===== config.mk =====
export PLATFORM = sky130hd
export DESIGN_NAME = wave_capture
export DESIGN_NICKNAME = d
export VERILOG_FILES = /design/src/rtl/wave_capture.sv
export SDC_FILE = /design/constraint.sdc
export NUM_CORES = 1
export LEC_CHECK = 0
export CAP_MARGIN = 5
export CORE_AREA = 2 2 73 75
export CTS_BUF_LIST = sky130_fd_sc_hd__clkbuf_8 sky130_fd_sc_hd__clkbuf_16
export DETAILED_ROUTE_END_ITERATION = 12
export DIE_AREA = 0 0 75 77
export DONT_BUFFER_PORTS = 1
export GPL_TIMING_DRIVEN = 0
export RECOVER_POWER = 50
export SYNTH_ARGS = -nofsm -noshare
export SYNTH_HDL_FRONTEND = slang
export SYNTH_SLANG_ARGS = --single-unit

===== constraint.sdc =====
create_clock -name clk -period 4.5 [get_ports clk]
set_input_delay 0.225 -clock clk [delete_from_list [all_inputs] [get_ports clk]]
set_output_delay 0.225 -clock clk [all_outputs]
set_load 0.005 [all_outputs]

===== src/rtl/wave_capture.sv =====
module wave_capture #(
  parameter int DW = 24,
  parameter int RW = 2
) (
  input  logic          clk,
  input  logic          rst,
  input  logic          ch1_valid,
  input  logic [DW-1:0] ch1_data,
  input  logic          ch2_valid,
  input  logic [DW-1:0] ch2_data,
  input  logic [RW-1:0] rate_sel,
  input  logic          rate_wr,
  input  logic [1:0]    src_sel,
  input  logic          smp_irq_en,
  input  logic          stat_rd_clr,
  output logic [DW-1:0] wave_data,
  output logic          new_smp,
  output logic          irq_n
);
  localparam int CW = (1 << RW) - 1;

  logic [CW-1:0] cnt, mask;
  logic          sel_valid, keep;
  logic [DW-1:0] sel_data;

  assign sel_valid = (src_sel == 2'b10) ? ch1_valid :
                     (src_sel == 2'b00) ? 1'b0 : ch2_valid;
  assign sel_data  = (src_sel == 2'b10) ? ch1_data : ch2_data;
  assign mask      = CW'((1 << rate_sel) - 1);
  assign keep      = sel_valid && !rate_wr && ((cnt & mask) == '0);
  assign irq_n     = !(new_smp && smp_irq_en);

  always_ff @(posedge clk) begin
    if (rst) begin
      cnt       <= '0;
      wave_data <= '0;
      new_smp   <= 1'b0;
    end else begin
      if (rate_wr)        cnt <= '0;
      else if (sel_valid) cnt <= cnt + 1'b1;
      if (keep) wave_data <= sel_data;
      if (keep)             new_smp <= 1'b1;
      else if (stat_rd_clr) new_smp <= 1'b0;
    end
  end
endmodule



==> results.sh <==
export IMPL_gr_total_overflow=0
export IMPL_critPathMaxStageDelay_ns=0.53
export IMPL_die_area_um2=5780
export IMPL_seqCellArea_um2=561
export IMPL_wl_per_cell_um=15.9
export IMPL_critPathCaptureType="flip-flop"
export IMPL_fin_skew_ns=0.00226
export IMPL_hold_path_startpoint="rate_wr"
export IMPL_final_util_pct=31.6
export IMPL_multi_input_area_um2=776
export IMPL_worstPathMaxFanout=10
export IMPL_dp_cells=204
export IMPL_critPathSlowestCell="a211oi_2"
export IMPL_cap_violations=0
export IMPL_tightest_slew_ns=0.729
export IMPL_ff2ff_path_depth=6
export IMPL_outcome="finished, final reports clean"
export IMPL_grt_setup_unrepaired="no"
export IMPL_crit_type="flip-flop to flip-flop"
export IMPL_grt_pass1_wl_um=4900
export IMPL_r2r_setup_slack_ns=2.72
export IMPL_r2r_end="wave_data[3]"
export IMPL_postSynthCellCount=134
export IMPL_post_cts_resized=0
export IMPL_clk_path_buf_depth=2
export IMPL_start_util_pct=28.9
export IMPL_min_path_type="primary input to flip-flop"
export IMPL_fp_row_count=26
export IMPL_fill_cells=533
export IMPL_num_vias=1044
export IMPL_viasPerCell=5.02
export IMPL_syn_cell_area_um2=1440
export IMPL_wl_um=3300
export IMPL_synth_yosys_seq_area_share_pct=39.0
export IMPL_antenna_cells=0
export IMPL_syn_to_final_growth_pct=9.67
export IMPL_yosys_top_cells_area="dfxtp_1 (39%), a211oi_2 (18%), mux2i_1 (17%)"
export IMPL_cts_htree_levels=1
export IMPL_grt_max_degree=15
export IMPL_max_freq_mhz=563
export IMPL_peakVddDrop_mv=0.109
export IMPL_hold_viol_final=0
export IMPL_min_path_cells=1
export IMPL_fin_crit_sh_pct=39.5
export IMPL_crit_chain="a21o_1 > a211oi_2 > and2_1 > buf_6 > buf_6 > a211oi_2"
export IMPL_cts_buffers=3
export IMPL_p_leak_nw=0.515
export IMPL_postPlaceCellArea_um2=1520
export IMPL_drtIter0Drc=29
export IMPL_final_nets=200
export IMPL_slew_violations=0
export IMPL_grtUsageTotal_pct=11.0
export IMPL_dr_pass1_iters=4
export IMPL_dp_hpwl_um=2400
export IMPL_cp_startpoint="cnt[1]"
export IMPL_ys_ff_latch=28
export IMPL_fin_setup_tns_ns=0
export IMPL_fin_crit_ns=1.78
export IMPL_drive_gt1_share_pct=24.6
export IMPL_antenna_left=0
export IMPL_ys_types=23
export IMPL_syn_nets=194
export IMPL_worstReg2RegStart="cnt[1]"
export IMPL_synth_area_leader_cell="dfxtp_1"
export IMPL_grt_antenna_before_repair=0
export IMPL_coreArea_um2=4980
export IMPL_arrival_ns=1.91
export IMPL_power_mw=0.501
export IMPL_startpoint_type="flip-flop"
export IMPL_yosysWarnings=0
export IMPL_io_pins=85
export IMPL_finish_instance_area_um2=1580
export IMPL_clock_sinks=28
export IMPL_holdPathEnd="cnt[1]"
export IMPL_setup_viol=0
export IMPL_post_cts_buffers=0
export IMPL_ctsRootBufferMaster="clkbuf_8"
export IMPL_clk_pin_slew_worst_paths_ns=0.09
export IMPL_max_slew_margin_pct=51.4
export IMPL_drc=0
export IMPL_cts_tree="yes"
export IMPL_fp_dieW_um=75
export IMPL_port_buffers=0
export IMPL_cp_required_ns=4.63
export IMPL_grt_pass1_vias=971
export IMPL_die_h_um=77
export IMPL_avgSynthCellArea_um2=10.7
export IMPL_stdcell_count=208
export IMPL_globalplace_congestion=0.665
export IMPL_synth_top_area_share_pct=39.0
export IMPL_p_per_area_nw_per_um2=318
export IMPL_clk_latency_ns=0.27
-- cell usage after synthesis --
cell      number
a21o_1         1
a211oi_2      21
dfxtp_1       28
a22o_1         1
ha_1           1
clkbuf_1       3
a211oi_1       5
or3_1          1
buf_2          5
buf_6          5
nand2_1        1
nor2_1         1
o21a_1         1
a21oi_1       25
and2_1         1
inv_1          1
mux2i_1       25
nor3_1         2
a22oi_1        1
xnor2_1        1
o21ai_0        1
nor2b_1        2
buf_1          1
-- worst max path at each step --
| stage | slack (ns) | cells past startpoint | to |
|---|---|---|---|
| 3_3_place_gp | 2.71 | 6 | wave_data[8] |
| 6_report | 2.72 | 6 | wave_data[3] |
| 3_5_place_dp | 2.71 | 6 | wave_data[3] |
| 2_1_floorplan | 3.02 | 6 | wave_data[0] |
| 4_1_cts | 2.69 | 6 | wave_data[7] |
| 5_1_grt | 2.57 | 6 | wave_data[8] |
-- layer usage --
metal | global-route usage (%) | routed length (um) | vias to the layer above
met5 | 0 | 0 | -
met4 | 3.75 | 21 | 0
met2 | 16.5 | 1480 | 50
met1 | 15.5 | 1540 | 479
li1 | - | - | 513
met3 | 1.97 | 263 | 2
-- cells in the final DEF (no fill, tap or decap) --
| master | instances |
|---|---|
| a211oi_1 | 5 |
| a211oi_2 | 21 |
| a21o_1 | 1 |
| a21oi_1 | 25 |
| a22o_1 | 1 |
| a22oi_1 | 1 |
| and2_1 | 1 |
| buf_2 | 5 |
| buf_6 | 5 |
| clkbuf_1 | 4 |
| clkbuf_8 | 3 |
| dfxtp_1 | 28 |
| dlygate4sd3_1 | 1 |
| ha_1 | 1 |
| inv_1 | 1 |
| mux2i_1 | 25 |
| nand2_1 | 1 |
| nor2_1 | 1 |
| nor2b_1 | 2 |
| nor3_1 | 2 |
| o21a_1 | 1 |
| o21ai_0 | 1 |
| or3_1 | 1 |
| xnor2_1 | 1 |
-- registers in the layout, summed over array words and instances, names as in the netlist --
| signal | cells |
|---|---|
| wave_data | 24 |
| cnt | 3 |
| new_smp | 1 |
-- where the power goes --
part / internal [mW] / switching (mW) / leakage [nW] / total [mW]
combinational: 0.0391 / 0.0504 / 0.264 / 0.0895
sequential: 0.264 / 0.0126 / 0.229 / 0.276
clock: 0.0600 / 0.0750 / 0.0216 / 0.135
total: 0.363 / 0.138 / 0.515 / 0.501
-- cell type report --
class                           count  share of cell area, %
Multi-Input combinational cell     91                   49.2
Sequential cell                    28                   35.6
Buffer                             14                   6.12
Tap cell                           70                   5.56
Clock buffer                        3                   2.62
Timing Repair Buffer                1                  0.635
Inverter                            1                  0.238
-- critical path: cells and delay by family, from the launching register on --
kind / cells / cell delay [ns]
AOI/OAI and AO/OA: 3 / 0.77
DFF: 1 / 0.35
buffers and inverters: 2 / 0.30
and+or+nand+nor: 1 / 0.22
-- cell families after synthesis --
group / Yosys count / share of synthesized area [%]
AO/OA/AOI/OAI: 56 / 32.1
flip-flops: 28 / 39.0
multiplexers: 25 / 17.4
buffers and inverters: 15 / 6.97
AND/OR/NAND/NOR: 8 / 2.96
XOR/XNOR: 1 / 0.610
adder cells (fa/ha/maj): 1 / 0.871
-- stage by stage --
step / worst slack (ns) / hold slack, ns
5_1_grt: 2.57 / 0.00384
3_3_place_gp: 2.71 / 0.304
3_5_place_dp: 2.71 / 0.308
4_1_cts: 2.69 / 0.00514
2_1_floorplan: 3.02 / 0.302
6_report: 2.72 / 0.0181
-- what timing repair did --
item,4_1_cts,5_1_grt
hold buffers,0,1
endpoints found under the setup margin,0,0
hold endpoints to repair,0,2
No activity file was read; power rests on OpenSTA's default activity.
